File: config.mk
export PLATFORM = sky130hd
export DESIGN_NAME = cs_mem_arbiter
export DESIGN_NICKNAME = d
export VERILOG_FILES = /design/src/rtl/cs_mem_arbiter.sv
export SDC_FILE = /design/constraint.sdc
export NUM_CORES = 1
export LEC_CHECK = 0
export CAP_MARGIN = 20
export CORE_AREA = 2 2 39 41
export DETAILED_ROUTE_END_ITERATION = 8
export DIE_AREA = 0 0 41 43
export GPL_ROUTABILITY_DRIVEN = 1
export PLACE_DENSITY = 0.36
export SETUP_SLACK_MARGIN = 0.2
export SLEW_MARGIN = 20
export SYNTH_ARGS = -nofsm -noshare
export SYNTH_HDL_FRONTEND = slang
export SYNTH_SLANG_ARGS = --single-unit
File: constraint.sdc
create_clock -name clk -period 1.1 [get_ports clk]
set_clock_uncertainty 0.2 [all_clocks]
set_input_delay 0.22 -clock clk [delete_from_list [all_inputs] [get_ports clk]]
set_output_delay 0.22 -clock clk [all_outputs]
set_load 0.01 [all_outputs]
File: src/rtl/cs_mem_arbiter.sv
module cs_mem_arbiter #(
  parameter int unsigned ACCESS_CYCLES = 3
) (
  input  logic clk,
  input  logic rst_n,
  input  logic cpu_req,
  input  logic dma_req,
  output logic cpu_gnt,
  output logic dma_gnt,
  output logic busy,
  output logic last
);
  localparam int unsigned CW = (ACCESS_CYCLES > 1) ? $clog2(ACCESS_CYCLES) : 1;
  localparam logic [CW-1:0] END_CNT = CW'(ACCESS_CYCLES - 1);

  logic [CW-1:0] cnt;
  logic          cpu_q, dma_q;
  logic          slot_free;

  assign busy      = cpu_q | dma_q;
  assign last      = busy && (cnt == END_CNT);
  assign slot_free = !busy || last;
  assign cpu_gnt   = cpu_q;
  assign dma_gnt   = dma_q;

  always_ff @(posedge clk) begin
    if (!rst_n) begin
      cpu_q <= 1'b0;
      dma_q <= 1'b0;
      cnt   <= '0;
    end else if (slot_free) begin
      dma_q <= dma_req;
      cpu_q <= cpu_req && !dma_req;
      cnt   <= '0;
    end else begin
      cnt   <= cnt + 1'b1;
    end
  end
endmodule


# --- Yosys cells after proc, flatten, opt, wreduce, memory -nomap -nowiden ---
# Index checks and enable logic that the tools add are counted.
totals:
  register_bits: 4
  input_bits: 4
  output_inout_bits: 4
  elab_cells: 13
op_classes:
  add_sub_neg: 1
  n_eq_ne: 1
  bitwise_logic: 2
  n_reduce_logical: 6
op_table:
  columns: ["op", "n"]
  rows:
  - ["$add 2x1->2 const B", 1]
  - ["$eq 2x2->1 const B", 1]
  - ["$logic_and 1x1->1", 2]
  - ["$logic_not 1->1", 2]
  - ["$reduce_or 2->1", 1]
  - ["$logic_or 1x1->1", 1]
  - ["$not 1->1", 1]
  - ["$or 1x1->1", 1]

# --- Longest topological paths before layout ---
# Gate-level depths: netlist (run 1).
depth:
  word_depth: 4
  mapped_depth: 5
  mapped_depth_nobuf: 5

# --- Worst setup path after synthesis (run 1) ---
# OpenSTA, ideal clock, no wires.
synth_timing:
  kind: "reg2out"
  startpoint: "register dma_q, in the netlist dma_gnt"
  endpoint: "output port last"
  t_arrival_ns: 0.811
  required_ns: 0.680
  path_slack_ns: -0.131
  stages_incl_launch_ff: 3
  n_path_buf: 0
  cell_sequence: "dfxtp_1 or2_1 and2_1"
synth_between:
  elab_chain_len: 2
synth_rtl:
  columns: ["item", "line_no", "source"]
  rows:
  - ["start, declared", "17", "logic cpu_q, dma_q;"]
  - ["start signal, assigned", "32", "dma_q <= dma_req;"]
  - ["$or 1x1->1", "20", "assign busy = cpu_q | dma_q;"]
  - ["named net busy", "10", "output logic busy,"]
  - ["$logic_and 1x1->1", "21", "assign last = busy && (cnt == END_CNT);"]
  - ["end, declared", "11", "output logic last"]
# The timed path passes the listed nets, and every way through them passes these cells.

# --- Worst setup path in the final report (run 1) ---
layout_timing:
  startpoint: "register dma_q, in the netlist dma_gnt"
  endpoint: "output port last"
layout_between:
  elab_chain_len: 2
layout_rtl:
  columns: ["item", "line_no"]
  rows:
  - ["$or 1x1->1", "20"]
  - ["$logic_and 1x1->1", "21"]
# No other way between the ends.

==> run summary, run 1 <==
The H-tree depth reported by CTS came out at 1. The sequential fraction of the synthesis area is 49.2%. The detail route stage leaves a number of antenna-violating nets equal to 0. The number of different library cells in the post-synthesis netlist is 10.

The met3 global-route usage came out at 3.14%. The number of violations of the max-capacitance limit came out at 0. The worst setup path is launched from a flop.

The final reports fail on negative setup slack. The met1 capacity usage during global routing is 5.79%. The count of final hold-check violations is 0. Summed over all instances, the cell type with the most area after synthesis is sky130_fd_sc_hd__dfxtp_1.

The first-pass GRT wire length came out at 634 um. The effective utilization at floorplan came out at 11.8%. Buffers placed on the I/O ports in this run total 7. The number of antenna violations at the first check in global routing was 0. The clock-pin slew on the worst setup and hold paths is 0.03 ns. After the last flow step, the layout net total stands at 41. The final critical-path required period came out at 1.45 ns. TritonCTS built the clock tree.

In the layout the commonest cells are 6 x sky130_fd_sc_hd__buf_6, 4 x sky130_fd_sc_hd__buf_4, 3 x sky130_fd_sc_hd__clkbuf_4, 3 x sky130_fd_sc_hd__dfxtp_2, 3 x sky130_fd_sc_hd__clkdlybuf4s50_1. The worst setup path is captured at a primary output. The number of global-route vias before repair came out at 164. The area enclosed by the die boundary came out at 1760 um^2. The synthesized netlist occupies a cell area of 163 um^2. The floorplan step set the die height to 43 um. The maximum buffer depth of the clock tree came out at 2. The total number of vias is 177. The number of synthesized register bits is 4. The number of slew-limit violations in the final report is 0. The proportion of layout cells with a drive suffix above 1 is 76.5%. The final period utilization came out at 132%. The internal reg-to-reg setup slack is -0.23 ns. STA puts the critical path data arrival time at 1.03 ns.

The placer's final routability congestion estimate is 0.615. The largest fanout of any net on the critical path is 3. The routed length per instance came out at 9.62 um. The share of synthesized area in the top cell type comes to 49.2%. The tree is rooted in a sky130_fd_sc_hd__clkbuf_4.

Summed over all layers, the global routing overflow is 0. Setup repair after global routing could not meet its margin everywhere. The floorplan row count is 14.

The number of warnings issued by yosys came out at 0. The startpoint identified for the worst register-to-register timing path is cnt[0]$_SDFF_PP0_. In this run the worst setup path terminates at last. The worst setup path is of the reg -> out kind. The synthesized netlist net count is 22. In this run, CTS created clock tree buffers numbering 3. The total routing resource utilization after global routing came out at 5.92%. The iteration count of the initial detailed-routing pass came out at 1. The worst hold slack after final layout is 0.288 ns. The endpoint identified for the worst register-to-register timing path is cpu_gnt$_SDFFE_PN0P_. The overall die width is 41 um.

The tightest min-delay check is of the reg -> reg type. The largest net degree at the start of global routing came out at 4. The required time at the worst-slack endpoint came out at 0.68 ns. The clock network latency to the later pin of the worst-skew pair came out at 0.23 ns. The global routing stage identified its most utilized layer as met2.

The number of setup violations in the final report came out at 8. The met2 capacity usage during global routing came out at 9.06%. The number of hold buffers added after CTS was 0. From synthesis to final layout, the design area changed by 136%. The worst slew margin relative to its limit came out at 91.8%. The most common library cell in the layout ignoring fill and taps is sky130_fd_sc_hd__buf_6.

The number of standard cells after synthesis is 17. The total clock sinks is 4. The sum of internal, switching and leakage power is 0.000461 W. The number of antenna diodes in the final layout is 0. After detailed routing, the number of remaining DRC violations is 0. After floorplanning, the core was sized to cover 1380 um^2. The upper clock frequency limit came out at 689 MHz.

Tracing the worst setup path back leads to its startpoint at dma_gnt$_SDFFE_PN0P_. The worst-case IR drop observed on VDD is 0.000415 V. The overall routed net length came out at 481 um.

The ratio of total power to cell area is 1200 nW/um^2. In this run the static leakage power is 0.164 nW. The final worst setup slack is -0.352 ns. The average cell area after synthesis is 9.57 um^2. By area the synthesized netlist is led by sky130_fd_sc_hd__dfxtp_1 49%, sky130_fd_sc_hd__a21boi_1 9.2%, sky130_fd_sc_hd__nand3b_1 9.2%, sky130_fd_sc_hd__ha_1 7.7%, sky130_fd_sc_hd__nand2b_1 7.7%.

The vias per cell is 3.54. Measured in cells, the most critical reg-to-reg path has a length of 7. The flow ran to the end, but the final reports show violations. The detailed router finished its first iteration with 0 violations.

The pin slew with the least headroom to its limit is 0.123 ns. The number of top-level pins is 8.
## worst min path at each step
stage | startpoint | end | cells after the start
2_1_floorplan | dma_req | dma_gnt$_SDFFE_PN0P_ | 2
6_report | cnt[0]$_SDFF_PP0_ | cnt[0]$_SDFF_PP0_ | 2
3_3_place_gp | cnt[0]$_SDFF_PP0_ | cnt[0]$_SDFF_PP0_ | 1
5_1_grt | cnt[0]$_SDFF_PP0_ | cnt[0]$_SDFF_PP0_ | 2
3_5_place_dp | cnt[0]$_SDFF_PP0_ | cnt[0]$_SDFF_PP0_ | 1
4_1_cts | cnt[0]$_SDFF_PP0_ | cnt[0]$_SDFF_PP0_ | 1
## cells in the mapped netlist (all sizes together)
master,n
ha,1
nand2b,2
dfxtp,4
inv,1
nand2,1
nor2,2
nand3b,2
a21boi,2
or2,1
and2,1
## metal layers
metal	share of wire, %	routed length [um]
met4	0	0
met1	37	176
met3	13	61
met2	51	244
met5	0	0
## report_power, final
| part | leakage (nW) | switching [W] | internal [W] | total [W] |
|---|---|---|---|---|
| registers | 0.0339 | 0.00000704 | 0.000159 | 0.000166 |
| logic | 0.116 | 0.0000445 | 0.0000761 | 0.000121 |
| clock network | 0.0138 | 0.0000524 | 0.000122 | 0.000174 |
## critical path, cell delays in order, from the launching register on
cell and delay, ns:
sky130_fd_sc_hd__dfxtp_2 0.31, sky130_fd_sc_hd__or2_4 0.25, sky130_fd_sc_hd__and2_4 0.14, sky130_fd_sc_hd__buf_6 0.11
## through the flow
stage / setup WS (ns) / util (%) / std cells / area [um^2] / TNS [ns]
finish: -0.352 / 27.8 / 50 / 384 / -1.68
CTS: -0.363 / 26.3 / 48 / 364 / -1.72
floorplan: -0.0540 / - / 17 / 171 / -0.0682
detailed placement: -0.482 / 20.5 / 43 / 284 / -1.93
global route: -0.380 / 27.8 / 50 / 384 / -1.94
global placement: -0.482 / 20.5 / 43 / 284 / -1.85
## cell type report
| cell class | instances | area (um^2) |
|---|---|---|
| Fill cell | 161 | 1000 |
| Timing Repair Buffer | 14 | 133 |
| Multi-Input combinational cell | 12 | 121 |
| Sequential cell | 4 | 83.8 |
| Clock buffer | 3 | 22.5 |
| Tap cell | 16 | 20.0 |
| Inverter | 1 | 3.75 |
## flip-flops by register name, indices dropped and copies added, names as in the netlist
name,count
dma_gnt,1
cnt,2
cpu_gnt,1
## timing repair
| action | 4_1_cts | 5_1_grt |
|---|---|---|
| pin swaps | 6 | 0 |
| setup endpoints to repair | 8 | 8 |
| buffers inserted | 2 | 2 |
| gates cloned | 0 | 0 |
| resized for setup | 29 | 2 |
## cell families after synthesis
logic type      share of synthesized area (%)
flops                                    49.2
buf+inv                                  2.31
compound gates                           9.23
fa+ha+maj                                7.69
simple gates                             31.5
No activity file was read; power rests on OpenSTA's default activity.
==> inputs of run 2 (changes only) <==
- SLEW_MARGIN: 20 -> 25
==> results of run 2 <==
Final layout, timing and power as in run 1 (identical DEF).
==> inputs of run 3 (changes only) <==
- PLACE_DENSITY: 0.36 -> 0.35
- clock period: 1.1 -> 1.6 ns (I/O delays scaled with it)
==> run 3 against run 2 <==
Effect of this change:
- the run now ends clean
- total power is 39% lower
- register-to-register slack gained 0.54 ns
- setup slack better by 0.38 ns
- sequential power shrank 33%
- first-iteration DRC count rose by 2
- cell count shrank 8.0%
- design area down 27%
- combinational power fell by 60%
- global-route usage hardly changed
- critical endpoint unchanged
==> run summary, run 3 (synthesized netlist as in run 1, its figures left out) <==
The antenna cell count came out at 0. The final critical-path required period is 1.57 ns. The worst setup path is of the reg -> out kind. In this run the deepest clock path goes through 2 buffers. The pin slew with the least headroom to its limit came out at 0.117 ns. The worst ir drop on vdd came out at 0.000383 V. The floorplan step defined a die boundary enclosing 1760 um^2. The cell area after layout is 282 um^2.

The number of setup buffers added after CTS is 0. Routability-driven placement finished with a final weighted congestion of 0.580. The vias per cell is 3.43.

After clock tree synthesis, the clock-pin slew on the worst setup and hold paths is 0.04 ns. The total negative setup slack came out at 0 ns. The number of violations of the max-capacitance limit is 0. The register with the most flip-flops in the layout has 2 of them. The largest individual stage delay along the critical path comes from the cell sky130_fd_sc_hd__dfxtp_2. Wires add up to 393 um.

The number of buffers created by CTS came out at 3. The total instance count after detailed placement is 43. The cell sitting at the root of the clock tree is a sky130_fd_sc_hd__clkbuf_4. After detailed routing, the average wire length per cell comes to 8.54 um. The class of the worst hold path is reg -> reg. The endpoint class of the critical path is a primary output. The total routing resource utilization after global routing came out at 5.91%.

The number of input and output port buffers inserted came out at 7. The post-route non-filler standard cell count came out at 46. In the layout the commonest cells are 4 x sky130_fd_sc_hd__buf_2, 3 x sky130_fd_sc_hd__clkbuf_4, 3 x sky130_fd_sc_hd__dfxtp_1, 3 x sky130_fd_sc_hd__clkdlybuf4s50_1, 3 x sky130_fd_sc_hd__buf_4.

The ratio of total power to cell area came out at 997 nW/um^2. At the worst endpoint, the arrival time is 1.05 ns. The number of antenna violations at the first check in global routing came to 0.

Based on the critical path, the design can be clocked at up to 636 MHz. The H-tree depth reported by CTS is 1. The flow ran to the end, and the final reports show no timing, DRC or antenna violations. The floorplan row count is 14.

The first-pass GRT wire length came out at 641 um. The number of top-level pins is 8. The clock network latency to the later pin of the worst-skew pair came out at 0.23 ns.

The worst slew margin relative to its limit is 92.2%. The critical path launch point type is a flop. After floorplanning, the core was sized to cover 1380 um^2. At the end of the flow, the number of nets in the layout was 37.

The violation count after the first detailed-routing iteration is 2. The die is 41 um wide. The effective utilization at floorplan came out at 11.8%.

The delay of the slowest cell on the worst path is 0.31 ns. The instance area after placement is 275 um^2. The height of the die is 43 um. After layout, the worst path uses 98.3% of the clock period.

For this design, the CTS-stage hold fixing added 0 buffers. Compared with the post-synthesis result, the final layout area differs by 73.1%. The total overflow reported by the global router came out at 0. The required time at the worst-slack endpoint came out at 1.08 ns. For this design the static power due to leakage is 0.129 nW.

Traced cell by cell, the critical path runs through or2_1 > and2_1 > buf_2. The largest net degree at the start of global routing came out at 4. The number of global-route vias before repair came out at 172. The iteration count of the initial detailed-routing pass is 2. In this run the worst path has a maximum fanout of 3. Setup violations remaining at the end of the flow were counted as 0.

The proportion of layout cells with a drive suffix above 1 came out at 40.0%. The number of slew-limit violations in the final report is 0. The total clock sinks is 4. The post-route DRC violation count is 0. The most common library cell in the layout ignoring fill and taps is sky130_fd_sc_hd__buf_2. Setup repair after global routing could not meet its margin everywhere. The tightest hold path in the finished design has a slack of 0.206 ns. The register ranked first by flip-flop count is cnt. The total number of vias came out at 158.

The count of final hold-check violations is 0. The post-detailed-route count of antenna-violating nets came out at 0. TritonCTS built the clock tree.
==> run 3: cell types whose count changed in the layout (fill, tap and decap cells not counted), moves of 2 or more <==
cell,before,now
sky130_fd_sc_hd__buf_6,6,0
sky130_fd_sc_hd__a21boi_2,2,0
sky130_fd_sc_hd__dfxtp_1,1,3
sky130_fd_sc_hd__nand2b_4,2,0
sky130_fd_sc_hd__a21boi_1,0,2
sky130_fd_sc_hd__buf_2,1,4
sky130_fd_sc_hd__nand2b_1,0,2
sky130_fd_sc_hd__dfxtp_2,3,1
==> run 3: worst paths after layout <==
kind	to	from	depth (start not counted)	slack, ns
hold reg to reg	cnt[0]$_SDFF_PP0_	cnt[0]$_SDFF_PP0_	1	0.21
setup reg to reg	cpu_gnt$_SDFFE_PN0P_	cnt[0]$_SDFF_PP0_	6	0.31
hold / removal	cnt[0]$_SDFF_PP0_	cnt[0]$_SDFF_PP0_	1	0.21
setup / recovery	last	cpu_gnt$_SDFFE_PN0P_	3	0.03
==> run 3: final cells by class <==
cell class              count  area, um^2
fillers                   153        1100
inverters                   1        3.75
well taps                  16        20.0
flip-flops and latches      4        81.3
repair buffers             10        72.6
clock buffers               3        22.5
multi-input cells          12        81.3
==> run 3: power breakdown <==
part | leakage, nW | switching, W | total [W] | internal [W]
Sequential | 0.0333 | 0.00000303 | 0.000111 | 0.000108
Clock | 0.0138 | 0.0000375 | 0.000121 | 0.0000836
Combinational | 0.0821 | 0.0000212 | 0.0000480 | 0.0000268
Total | 0.129 | 0.0000618 | 0.000281 | 0.000219
==> run 3: critical path: cells and delay by family, from the launching register on <==
family                 cells  cell delay (ns)
and+or+nand+nor            2             0.39
buffers and inverters      1             0.13
DFF                        1             0.31
==> run 3: through the flow <==
step / util, % / setup WS (ns) / total power [W]
6_report: 20.3 / 0.0270 / 0.000281
5_1_grt: 20.3 / -0.0264 / 0.000305
4_1_cts: 20.3 / 0.00643 / 0.000291
3_5_place_dp: 19.9 / -0.0939 / 0.000168
3_3_place_gp: 19.9 / -0.0812 / 0.000168
2_1_floorplan: - / 0.269 / 0.000134
==> run 3: routing by layer <==
layer / GRT usage, % / routed length, um
met3: 6.28 / 66
met2: 8.44 / 157
met5: 0 / 0
met4: 2.00 / 0
met1: 5.43 / 169
==> run 3: what timing repair did <==
item | CTS | global route
gates resized for setup | 18 | 0
pin swaps | 2 | 0
endpoints found under the setup margin | 4 | 2
